[src/rtl/cfb_pkg.sv]
package cfb_pkg;

    localparam int WORD_W = 32;

    typedef enum logic [0:0] {
        BUS_IDLE  = 1'b0,
        BUS_RDATA = 1'b1
    } bus_state_e;

endpackage

[src/rtl/cfb_flag_word.sv]
module cfb_flag_word #(
    parameter int WORD_W   = 32,
    parameter int WORD_IDX = 0,
    parameter int CH_COUNT = 256
) (
    input  logic              clk,
    input  logic              rst_n,
    input  logic [WORD_W-1:0] set_in,
    input  logic              clr_we,
    input  logic [WORD_W-1:0] clr_bits,
    input  logic              standby,
    output logic [WORD_W-1:0] flags
);

    localparam int BASE = WORD_IDX * WORD_W;

    logic [WORD_W-1:0] live;
    logic [WORD_W-1:0] flags_d;

    for (genvar b = 0; b < WORD_W; b++) begin : g_live
        assign live[b] = ((BASE + b) < CH_COUNT);
    end

    always_comb begin
        flags_d = flags;
        if (standby) begin
            flags_d = '0;
        end else if (clr_we) begin
            flags_d = flags & ~clr_bits;
        end
        flags_d = (flags_d | set_in) & live;
    end

    always_ff @(posedge clk or negedge rst_n) begin
        if (!rst_n) begin
            flags <= '0;
        end else begin
            flags <= flags_d;
        end
    end

    AST_RSVD_ZERO: assert property (@(posedge clk) disable iff (!rst_n)
        (flags & ~live) == '0);
    AST_SET_WINS: assert property (@(posedge clk) disable iff (!rst_n)
        (|(set_in & live)) |=> ((flags & $past(set_in & live)) == $past(set_in & live)));
    AST_W1C_CLEARS: assert property (@(posedge clk) disable iff (!rst_n)
        (clr_we && !standby) |=> ((flags & $past(clr_bits & ~set_in)) == '0));
    AST_STANDBY_CLEARS: assert property (@(posedge clk) disable iff (!rst_n)
        standby |=> (flags == $past(set_in & live)));

endmodule

[src/rtl/cfb_bus_port.sv]
module cfb_bus_port
    import cfb_pkg::*;
#(
    parameter int              NUM_WORDS = 8,
    parameter int              ADDR_W    = 8,
    parameter logic [ADDR_W-1:0] STAT_BASE = 8'h30,
    parameter logic [ADDR_W-1:0] CLR_BASE  = 8'h50
) (
    input  logic                        clk,
    input  logic                        rst_n,
    input  logic                        bus_sel,
    input  logic                        bus_wr,
    input  logic [ADDR_W-1:0]           bus_addr,
    input  logic [WORD_W-1:0]           bus_wdata,
    input  logic [NUM_WORDS*WORD_W-1:0] flags,
    output logic [NUM_WORDS-1:0]        clr_we,
    output logic [WORD_W-1:0]           clr_bits,
    output logic                        stat_wr,
    output logic [WORD_W-1:0]           bus_rdata,
    output logic                        bus_rvalid
);

    bus_state_e state_q, state_d;

    logic                 rd_stb;
    logic                 wr_stb;
    logic [NUM_WORDS-1:0] stat_hit;
    logic [NUM_WORDS-1:0] clr_hit;
    logic [WORD_W-1:0]    rd_mux;

    assign rd_stb   = bus_sel && !bus_wr;
    assign wr_stb   = bus_sel && bus_wr;
    assign clr_bits = bus_wdata;

    for (genvar w = 0; w < NUM_WORDS; w++) begin : g_dec
        assign stat_hit[w] = (bus_addr == (STAT_BASE + ADDR_W'(4 * w)));
        assign clr_hit[w]  = (bus_addr == (CLR_BASE + ADDR_W'(4 * w)));
        assign clr_we[w]   = wr_stb && clr_hit[w];
    end

    assign stat_wr = wr_stb && (|stat_hit);

    always_comb begin
        rd_mux = '0;
        for (int w = 0; w < NUM_WORDS; w++) begin
            if (stat_hit[w]) begin
                rd_mux = flags[w*WORD_W +: WORD_W];
            end
        end
    end

    // state register
    always_ff @(posedge clk or negedge rst_n) begin
        if (!rst_n) begin
            state_q <= BUS_IDLE;
        end else begin
            state_q <= state_d;
        end
    end

    // next state
    always_comb begin
        state_d = state_q;
        unique case (state_q)
            BUS_IDLE:  state_d = rd_stb ? BUS_RDATA : BUS_IDLE;
            BUS_RDATA: state_d = rd_stb ? BUS_RDATA : BUS_IDLE;
        endcase
    end

    // outputs
    assign bus_rvalid = (state_q == BUS_RDATA);

    always_ff @(posedge clk or negedge rst_n) begin
        if (!rst_n) begin
            bus_rdata <= '0;
        end else if (rd_stb) begin
            bus_rdata <= rd_mux;
        end else begin
            bus_rdata <= '0;
        end
    end

    AST_RVALID_LATENCY: assert property (@(posedge clk) disable iff (!rst_n)
        rd_stb |=> bus_rvalid);
    AST_RVALID_ONLY_AFTER_READ: assert property (@(posedge clk) disable iff (!rst_n)
        !rd_stb |=> !bus_rvalid);
    AST_UNMAPPED_ZERO: assert property (@(posedge clk) disable iff (!rst_n)
        (rd_stb && !(|stat_hit)) |=> (bus_rdata == '0));

endmodule

[src/rtl/cmpl_flag_bank.sv]
module cmpl_flag_bank
    import cfb_pkg::*;
#(
    parameter int NUM_CH   = 256,
    parameter int CH_COUNT = 256,
    parameter int ADDR_W   = 8
) (
    input  logic              clk,
    input  logic              rst_n,
    input  logic              bus_sel,
    input  logic              bus_wr,
    input  logic [ADDR_W-1:0] bus_addr,
    input  logic [31:0]       bus_wdata,
    output logic [31:0]       bus_rdata,
    output logic              bus_rvalid,
    input  logic [NUM_CH-1:0] xfer_done,
    input  logic [NUM_CH-1:0] xfer_irq_en,
    input  logic [NUM_CH-1:0] chain_irq,
    input  logic              standby_req,
    output logic [NUM_CH-1:0] irq_out
);

    localparam int NUM_WORDS = NUM_CH / WORD_W;

    logic [NUM_CH-1:0]    set_vec;
    logic [NUM_CH-1:0]    flags;
    logic [NUM_WORDS-1:0] clr_we;
    logic [WORD_W-1:0]    clr_bits;
    logic                 stat_wr;

    assign set_vec = (xfer_done & xfer_irq_en) | chain_irq;

    cfb_bus_port #(
        .NUM_WORDS (NUM_WORDS),
        .ADDR_W    (ADDR_W),
        .STAT_BASE (ADDR_W'(8'h30)),
        .CLR_BASE  (ADDR_W'(8'h50))
    ) i_bus (
        .clk        (clk),
        .rst_n      (rst_n),
        .bus_sel    (bus_sel),
        .bus_wr     (bus_wr),
        .bus_addr   (bus_addr),
        .bus_wdata  (bus_wdata),
        .flags      (flags),
        .clr_we     (clr_we),
        .clr_bits   (clr_bits),
        .stat_wr    (stat_wr),
        .bus_rdata  (bus_rdata),
        .bus_rvalid (bus_rvalid)
    );

    for (genvar w = 0; w < NUM_WORDS; w++) begin : g_word
        cfb_flag_word #(
            .WORD_W   (WORD_W),
            .WORD_IDX (w),
            .CH_COUNT (CH_COUNT)
        ) i_word (
            .clk      (clk),
            .rst_n    (rst_n),
            .set_in   (set_vec[w*WORD_W +: WORD_W]),
            .clr_we   (clr_we[w]),
            .clr_bits (clr_bits),
            .standby  (standby_req),
            .flags    (flags[w*WORD_W +: WORD_W])
        );
    end

    assign irq_out = flags;

    AST_STATUS_WR_INERT: assert property (@(posedge clk) disable iff (!rst_n)
        (stat_wr && !(|set_vec) && !standby_req) |=> $stable(flags));
    AST_ONE_CLEAR_WORD: assert property (@(posedge clk) disable iff (!rst_n)
        $onehot0(clr_we));

endmodule

[config.mk]
export PLATFORM = sky130hd
export DESIGN_NAME = cmpl_flag_bank
export DESIGN_NICKNAME = d
export VERILOG_FILES = /design/src/rtl/cfb_pkg.sv /design/src/rtl/cfb_flag_word.sv /design/src/rtl/cfb_bus_port.sv /design/src/rtl/cmpl_flag_bank.sv
export SDC_FILE = /design/constraint.sdc
export NUM_CORES = 1
export LEC_CHECK = 0
export ABC_AREA = 1
export CAP_MARGIN = 20
export CORE_AREA = 2 2 427 429
export CTS_CLUSTER_DIAMETER = 120
export DETAILED_ROUTE_END_ITERATION = 8
export DIE_AREA = 0 0 429 431
export GPL_ROUTABILITY_DRIVEN = 1
export PLACE_DENSITY = 0.3
export SETUP_SLACK_MARGIN = 0.05
export SYNTH_ARGS = -nofsm -noshare
export SYNTH_HDL_FRONTEND = slang
export SYNTH_SLANG_ARGS = --single-unit
[constraint.sdc]
create_clock -name clk -period 1.09 [get_ports clk]
set_input_delay 0.1635 -clock clk [delete_from_list [all_inputs] [get_ports clk]]
set_output_delay 0.1635 -clock clk [all_outputs]
set_load 0.01 [all_outputs]
# After elaboration in Yosys (flattened, before gate mapping)
# Index checks and enable logic that the tools add are counted.
totals:
  regBits: 289
  inputBits: 813
  output_inout_bits: 289
  wordCells: 82
op_classes:
  n_eq_ne: 16
  muxes: 26
  bitwise_logic: 19
  n_reduce_logical: 11
ops:
  columns: ["op", "n"]
  rows:
  - ["32-bit two-way mux", 25]
  - ["256-bit bitwise AND", 1]
  - ["32-bit bitwise AND", 8]
  - ["256-bit bitwise OR", 1]
  - ["32-bit bitwise OR", 8]
  - ["8-bit by 7-bit == test with 1-bit output (second input constant)", 12]
  - ["8-bit by 6-bit == test with 1-bit output (second input constant)", 4]
  - ["32-bit inverter", 1]
  - ["1-bit logical AND", 10]
  - ["1-bit zero test", 1]
  - ["1-bit two-way mux", 1]

# Longest topological paths before layout
# Gate-level depths: netlist (run 1).
logic_depth:
  depth_word: 10
  mapped_depth: 11
  depth_no_buf: 11

# Cells and area by module
# A second synthesis (run 1) with hierarchy kept.
unflattened:
  cells_unflattened: 2809
  area_unflattened_um2: 18084.8
by_module_without_submodules:
  columns: ["module", "instances", "cells_per_inst", "area_each_um2", "seq_area_each_um2"]
  rows:
  - ["cfb_flag_word", 8, 167, 1381.3, 800.8]
  - ["cfb_bus_port", 1, 705, 4151.5, 825.8]
  - ["cmpl_flag_bank", 1, 768, 2882.8, 0.0]

# Worst setup path after synthesis (run 1)
# Ideal clock, no wire load.
synth_path:
  path_type: "input -> register"
  startpoint: "input bus_addr[7]"
  endpoint: "register i_bus.bus_rdata[11]"
  setup_ns: 0.113
  t_arrival_ns: 1.158
  required_ns: 0.977
  slack_ns: -0.181
  path_stages: 11
  n_path_buf: 1
  path_cell_list: "inv_2 -> nand2_1 -> nor2_2 -> inv_2 -> nor2_4 -> inv_2 -> clkbuf_1 -> o21ai_0 -> inv_1 -> nand2_1 -> inv_1"
synth_between:
  elab_chain_cells: 10
  word_cells_on_any_way: 17
  cone_classes: "eq/ne: 8; mux: 9"
synth_rtl:
  columns: ["element", "line_no", "source"]
  rows:
  - ["start, declared", "cmpl_flag_bank.sv:12", "input logic [ADDR_W-1:0] bus_addr,"]
  - ["8-bit by 6-bit == test with 1-bit output", "cfb_bus_port.sv:36", "assign stat_hit[w] = (bus_addr == (STAT_BASE + ADDR_W'(4 * w)));"]
  - ["32-bit two-way mux (7 in series)", "cfb_bus_port.sv:46", "if (stat_hit[w]) begin"]
  - ["32-bit two-way mux *", "cfb_bus_port.sv:46", null]
  - ["32-bit two-way mux *", "cfb_bus_port.sv:76", "end else if (rd_stb) begin"]
  - ["end signal, assigned", "cfb_bus_port.sv:77", "bus_rdata <= rd_mux;"]
  - ["end, declared", "cfb_bus_port.sv:19", "output logic [WORD_W-1:0] bus_rdata,"]
# Every way passes the cells marked *; elsewhere a longest branch is shown, timed or not.

# Final worst setup path (run 1)
layout_path:
  startpoint: "register g_word[0].i_word.flags[9]"
  endpoint: "output irq_out[9]"
layout_rtl:
  columns: ["element", "line_no", "source"]
  rows:
  - ["start, declared", "cfb_flag_word.sv:12", "output logic [WORD_W-1:0] flags"]
  - ["start signal, assigned", "cfb_flag_word.sv:38", "flags <= flags_d;"]
  - ["end, declared", "cmpl_flag_bank.sv:20", "output logic [NUM_CH-1:0] irq_out"]
# No word-level cell between the ends.

==> results of run 1 <==
==> what timing repair did <==
action                                   CTS  global route
hold buffers                               3             2
endpoints found under the setup margin   577           565
cloned                                    11            11
pin swaps                                 71           144
gates resized for setup                 1626           633
setup buffers                            167           107
endpoints found under the hold margin    299             9
==> kinds of logic after synthesis <==
logic type      after synthesis  share of synthesized area, %
simple gates                358                          11.4
flops                       289                          52.1
buf+inv                     219                          6.21
compound gates              841                          30.3
==> worst max path at each step <==
stage / startpoint / to / slack, ns
after global placement: bus_addr[4] / g_word[2].i_word.flags[28] / -1.24
after CTS: g_word[0].i_word.flags[9] / irq_out[9] / -0.46
after detailed placement: bus_addr[1] / i_bus.bus_rdata[12] / -1.23
final: g_word[0].i_word.flags[9] / irq_out[9] / -0.37
after floorplan: bus_addr[1] / i_bus.bus_rdata[12] / -0.05
after global routing: g_word[0].i_word.flags[9] / irq_out[9] / -0.44
==> critical path: cells and delay by family (launching register included) <==
kind / cells / cell delay, ns
DFF: 1 / 0.40
buffers and inverters: 2 / 0.26
==> layout make-up <==
| type | instances | area share (%) |
|---|---|---|
| well taps | 2370 | 7.79 |
| inverters | 137 | 1.52 |
| multi-input cells | 1199 | 19.3 |
| clock inverters | 21 | 0.651 |
| clock buffers | 69 | 3.72 |
| flip-flops and latches | 289 | 19.1 |
| repair buffers | 1742 | 47.8 |
| diodes | 19 | 0.125 |
==> routing by layer <==
metal  vias to the layer above  part of all wire [%]
li1                       9484                     -
met1                     10501                    38
met3                       283                   7.2
met2                       845                    52
met4                        70                   2.8
met5                         -                  0.24
==> per-stage QoR <==
step                      setup slack (ns)  cells  cell area [um2]
after CTS                           -0.458   5751            35700
after floorplan                    -0.0547   1707            14200
after global routing                -0.442   5833            38000
final                               -0.372   5846            38000
after detailed placement             -1.23   5492            31700
after global placement               -1.24   5492            31700
==> cell usage in the layout, fill, tap and decap left out, types with 21 or more instances in the layout <==
master,synthesis,final
nor2_1,66,35
inv_1,132,111
buf_6,2,352
nand2_2,0,38
buf_2,15,23
nand3_1,78,21
nand3_2,1,41
clkdlybuf4s50_1,0,800
dfrtp_1,289,264
o21ai_0,494,160
dfrtp_2,0,25
buf_12,0,101
nand2_1,171,120
clkbuf_16,0,61
a21oi_1,296,278
nand4_1,27,27
o21ai_2,0,136
buf_4,1,423
nor2_4,4,22
o21ai_1,50,235
==> state kept, by name, indices dropped and copies added (netlist names) <==
register,count
g_word.i_word.flags,256
i_bus.bus_rdata,32
i_bus.bus_rvalid,1
==> report_power, final <==
part	internal, mW	switching [mW]
Clock	10.0	6.75
Combinational	6.22	4.58
Sequential	11.4	0.607
==> flow_metrics.py, run 1 <==
metrics = {
    "outcome": {
        "outcome": "finished, violations left",
        "violations": "setup timing",
    },
    "synth": {
        "syn_nets": 2520,
        "synth-edff-count": 0,
        "synth_top_area_share_pct": 52.1,
        "syn_area_per_cell_um2": 8.14,
        "ys_warn_count": 0,
        "yosysTopAreaCell": "dfrtp_1",
        "ys_ff_latch": 289,
        "synth_seq_area_share_pct": 52.1,
        "async_flop_share_pct": 100,
        "yosysUniqueCellTypes": 23,
        "yosys.cell_count.top_type": "o21ai_0",
        "synth_commonest_cells": "o21ai_0, a21oi_1, dfrtp_1, nand2_1, inv_1",
        "synth.area.top_cells": "dfrtp_1, o21ai_0, a21oi_1",
        "synth_area_mm2": 0.0139,
        "netlist_instances": 1707,
        "ys.flop_type": "dfrtp_1",
    },
    "global_route": {
        "grt_max_degree": 50,
        "grt_pass1_vias": 21801,
        "grt_pass1_wl_um": 224000,
        "use_met1_pct": 21.0,
        "grt_overflow_total": 0,
        "met3_usage_pct": 5.15,
        "antenna_found_initial": 113,
        "top_usage_layer": "met2",
        "use_met2_pct": 34.0,
        "groute.usage.overall_pct": 18.5,
    },
    "sta": {
        "setup_viol": 433,
        "setup_tns_ns": -79.78,
        "rsz0062_at_grt": "yes",
        "maxSlewViolCount": 0,
        "max_freq_ghz": 0.684,
        "worst_pin_slew_ns": 0.706,
        "final.period_utilization_pct": 134,
        "clock_skew_ns": 0.0441,
        "worst_slew_margin_rel_pct": 52.8,
        "hold_violations": 0,
        "setup_slack_ns": -0.372,
        "final.min_clock_period_ns": 1.46,
        "holdWs_ns": 0.0677,
    },
    "setup_path": {
        "startpoint_type": "flip-flop",
        "critPathMaxStageDelay_ns": 0.40,
        "cp_max_fo": 2,
        "required_ns": 0.93,
        "reg2reg_to": "i_bus.bus_rdata[2]",
        "r2r_cells": 8,
        "r2r_start": "g_word[1].i_word.flags[2]",
        "cp_slowest_cell": "dfrtp_1",
        "path_cells": "buf_6, buf_12",
        "critPathArrivalTime_ns": 1.30,
        "crit_type": "flip-flop to primary output",
        "r2r_slack_ns": -0.22,
        "critPathCaptureType": "primary output",
    },
    "routing": {
        "avgRoutedWirePerCell_um": 31.1,
        "vias": 21183,
        "firstDrtPassIters": 5,
        "post-route-drc-count": 0,
        "ant_nets": 0,
        "wirelength_um": 182000,
        "viasPerCell": 3.62,
        "drtIter0Drc": 1080,
    },
    "placed_design": {
        "hpwl_um": 145000,
        "place.gp.congestion": 0.879,
        "port_buffers": 1101,
    },
    "final_layout": {
        "regArea_mm2": 0.00726,
        "nNetsFinal": 4232,
        "multi_input_area_mm2": 0.00734,
        "final_util_pct": 21.1,
        "drive_gt1_share_pct": 40.2,
        "syn_to_final_growth_pct": 174,
        "nFillCells": 19957,
    },
    "floorplan": {
        "boundaryPins": 1102,
        "start_util_pct": 7.71,
        "core_area_mm2": 0.180,
        "fp.dieW_um": 429,
        "core.rowCount": 156,
        "die_area_mm2": 0.185,
        "die-height_um": 431,
    },
    "clocking": {
        "clock_latency_ns": 0.64,
        "h-tree-depth": 2,
        "cts.clk_slew.worst_paths_ns": 0.06,
        "numCtsBuffers": 50,
        "cts_tree": "yes",
        "clock_path_buffers": 3,
        "clock_sinks": 289,
        "root_buffer": "clkbuf_16",
    },
    "min_path": {
        "hold_path.class": "input pin to asynchronous set/reset pin",
    },
    "power": {
        "p_leak_nw": 15.8,
        "power_density_mw_per_mm2": 1040,
        "vdd_drop_max_v": 0.00124,
        "p_total_mw": 39.6,
    },
    "run": {
        "cap_violations": 0,
    },
}
(Power assumes the default switching activity.)
==> run 2: changes to the inputs <==
==> constraint.sdc (replaced) <==
create_clock -name clk -period 1.4 [get_ports clk]
set_input_delay 0.21 -clock clk [delete_from_list [all_inputs] [get_ports clk]]
set_output_delay 0.21 -clock clk [all_outputs]
set_load 0.01 [all_outputs]
==> flow_metrics.py, run 2 (same netlist as run 1, synthesis figures left out) <==
metrics = {
    "routing": {
        "post-route-drc-count": 0,
        "firstDrtPassIters": 7,
        "wirelength_um": 174000,
        "viasPerCell": 3.57,
        "vias": 20279,
        "drtIter0Drc": 1275,
        "avgRoutedWirePerCell_um": 30.7,
        "ant_nets": 0,
    },
    "final_layout": {
        "largest-register": "g_word.i_word.flags",
        "drive_gt1_share_pct": 29.2,
        "syn_to_final_growth_pct": 148,
        "final_common_cell": "clkdlybuf4s50_1",
        "fin_cells": 5687,
        "nNetsFinal": 4083,
        "multi_input_area_mm2": 0.00606,
        "regArea_mm2": 0.00729,
        "final_cell_mix": "clkdlybuf4s50_1, o21ai_0, buf_4",
        "nFillCells": 20261,
        "largest_register_ffs": 256,
    },
    "run": {
        "cap_violations": 0,
    },
    "sta": {
        "max_freq_ghz": 0.668,
        "worst_slew_margin_rel_pct": 66.6,
        "setup_viol": 56,
        "clock_skew_ns": 0.0323,
        "worst_pin_slew_ns": 0.501,
        "final.min_clock_period_ns": 1.50,
        "final.period_utilization_pct": 107,
        "hold_violations": 0,
        "rsz0062_at_grt": "yes",
        "setup_tns_ns": -1.19,
        "maxSlewViolCount": 0,
        "setup_slack_ns": -0.0959,
    },
    "global_route": {
        "antenna_found_initial": 104,
        "grt_max_degree": 59,
        "grt_pass1_wl_um": 220000,
        "grt_overflow_total": 0,
        "groute.usage.overall_pct": 18.1,
        "grt_pass1_vias": 21072,
    },
    "floorplan": {
        "fp.dieW_um": 429,
        "boundaryPins": 1102,
        "core_area_mm2": 0.180,
        "die_area_mm2": 0.185,
        "start_util_pct": 7.71,
        "die-height_um": 431,
        "core.rowCount": 156,
    },
    "placed_design": {
        "dpl_worst_slack_ns": -1.06,
        "port_buffers": 1101,
        "place.gp.congestion": 0.869,
        "hpwl_um": 146000,
        "place_inst": 5361,
    },
    "setup_path": {
        "startpoint_type": "flip-flop",
        "required_ns": 1.19,
        "cp_max_fo": 2,
        "critPathCaptureType": "primary output",
        "critPathMaxStageDelay_ns": 0.40,
        "critPathArrivalTime_ns": 1.29,
        "path_cells": "buf_6, buf_12",
        "crit_type": "flip-flop to primary output",
        "cp_slowest_cell": "dfrtp_2",
    },
    "power": {
        "p_sw_mw": 8.75,
        "pwr-share-clk_pct": 42.4,
        "comb_power_share_pct": 25.8,
        "intPower_mw": 20.6,
        "swShare_pct": 29.8,
        "power_density_mw_per_mm2": 852,
        "vdd_drop_max_v": 0.000787,
        "pwr-share-seq_pct": 31.9,
        "p_leak_nw": 14.2,
    },
    "clocking": {
        "cts.clk_slew.worst_paths_ns": 0.06,
        "clock_sinks": 289,
        "clock_latency_ns": 0.63,
        "root_buffer": "clkbuf_16",
        "numCtsBuffers": 47,
        "cts_tree": "yes",
        "clock_path_buffers": 3,
        "h-tree-depth": 2,
    },
    "min_path": {
        "hold_path.class": "input pin to asynchronous set/reset pin",
    },
    "outcome": {
        "outcome": "finished, violations left",
        "violations": "setup timing",
    },
}
-- run 2: cell count changes in the layout (fill, tap and decap cells not counted), moves of 17 or more --
cell,change
nand2_2,-33
buf_12,-17
nand3_1,+39
o21ai_1,-172
nand2_1,+43
nand3_2,-31
o21ai_2,-136
inv_1,+17
o21ai_0,+321
dfrtp_2,+19
nor2_1,+21
dfrtp_1,-19
buf_6,-97
-- run 2: final cells by class --
cell class / instances / area share [%]
diodes: 11 / 0.0798
clock buffers: 67 / 3.89
clock inverters: 18 / 0.660
inverters: 137 / 1.52
multi-input cells: 1199 / 17.6
flip-flops and latches: 289 / 21.1
well taps: 2370 / 8.60
repair buffers: 1596 / 46.5
-- run 2: worst paths after layout --
path / start / end / slack (ns) / depth (start not counted)
max: g_word[0].i_word.flags[10] / irq_out[10] / -0.1 / 2
min: rst_n / g_word[1].i_word.flags[23] / 0.09 / 2
max reg2reg: g_word[1].i_word.flags[4] / i_bus.bus_rdata[4] / 0.08 / 9
min reg2reg: g_word[1].i_word.flags[27] / g_word[1].i_word.flags[27] / 0.58 / 2
max in group asynchronous: rst_n / g_word[2].i_word.flags[18] / 0.59 / 3
min in group clk: chain_irq[221] / g_word[6].i_word.flags[29] / 0.16 / 3
-- run 2: worst max-delay path, delay by kind of cell (launching register included) --
kind / cells / cell delay, ns
buffers and inverters: 2 / 0.27
flip-flops: 1 / 0.40
-- run 2: power groups by stage --
stage | clock network (mW) | logic [mW] | registers (mW)
after detailed placement | 0 | 6.82 | 9.56
after global routing | 13.2 | 8.02 | 9.41
final | 12.4 | 7.56 | 9.36
after floorplan | 0 | 0.853 | 9.57
after CTS | 12.9 | 7.59 | 9.35
after global placement | 0 | 6.82 | 9.57
-- run 2: metal layers --
metal	part of all wire, %	up-vias	GRT usage (%)	wire [um]
met5	0.32	-	0	553
met4	2.1	88	3.52	3630
li1	-	9120	-	-
met2	50	767	31.9	86700
met3	7.2	240	5.25	12600
met1	41	10064	21.9	70900
-- run 2: stage by stage --
step	hold WS (ns)	power (mW)	cell area (um2)	util, %
3_5_place_dp	0.124	16.4	30700	17.0
4_1_cts	0.0453	29.9	34000	18.9
3_3_place_gp	0.123	16.4	30700	17.0
6_report	0.0874	29.4	34500	19.1
5_1_grt	0.0834	30.6	34500	19.1
2_1_floorplan	-0.0856	10.4	13900	-
-- run 2: timing repair --
item,in CTS,in global routing
pin swaps,4,15
cloned,2,0
hold buffers,2,0
buffers inserted,196,34
endpoints found under the setup margin,577,431
hold endpoints to repair,294,0
resized for setup,1551,64
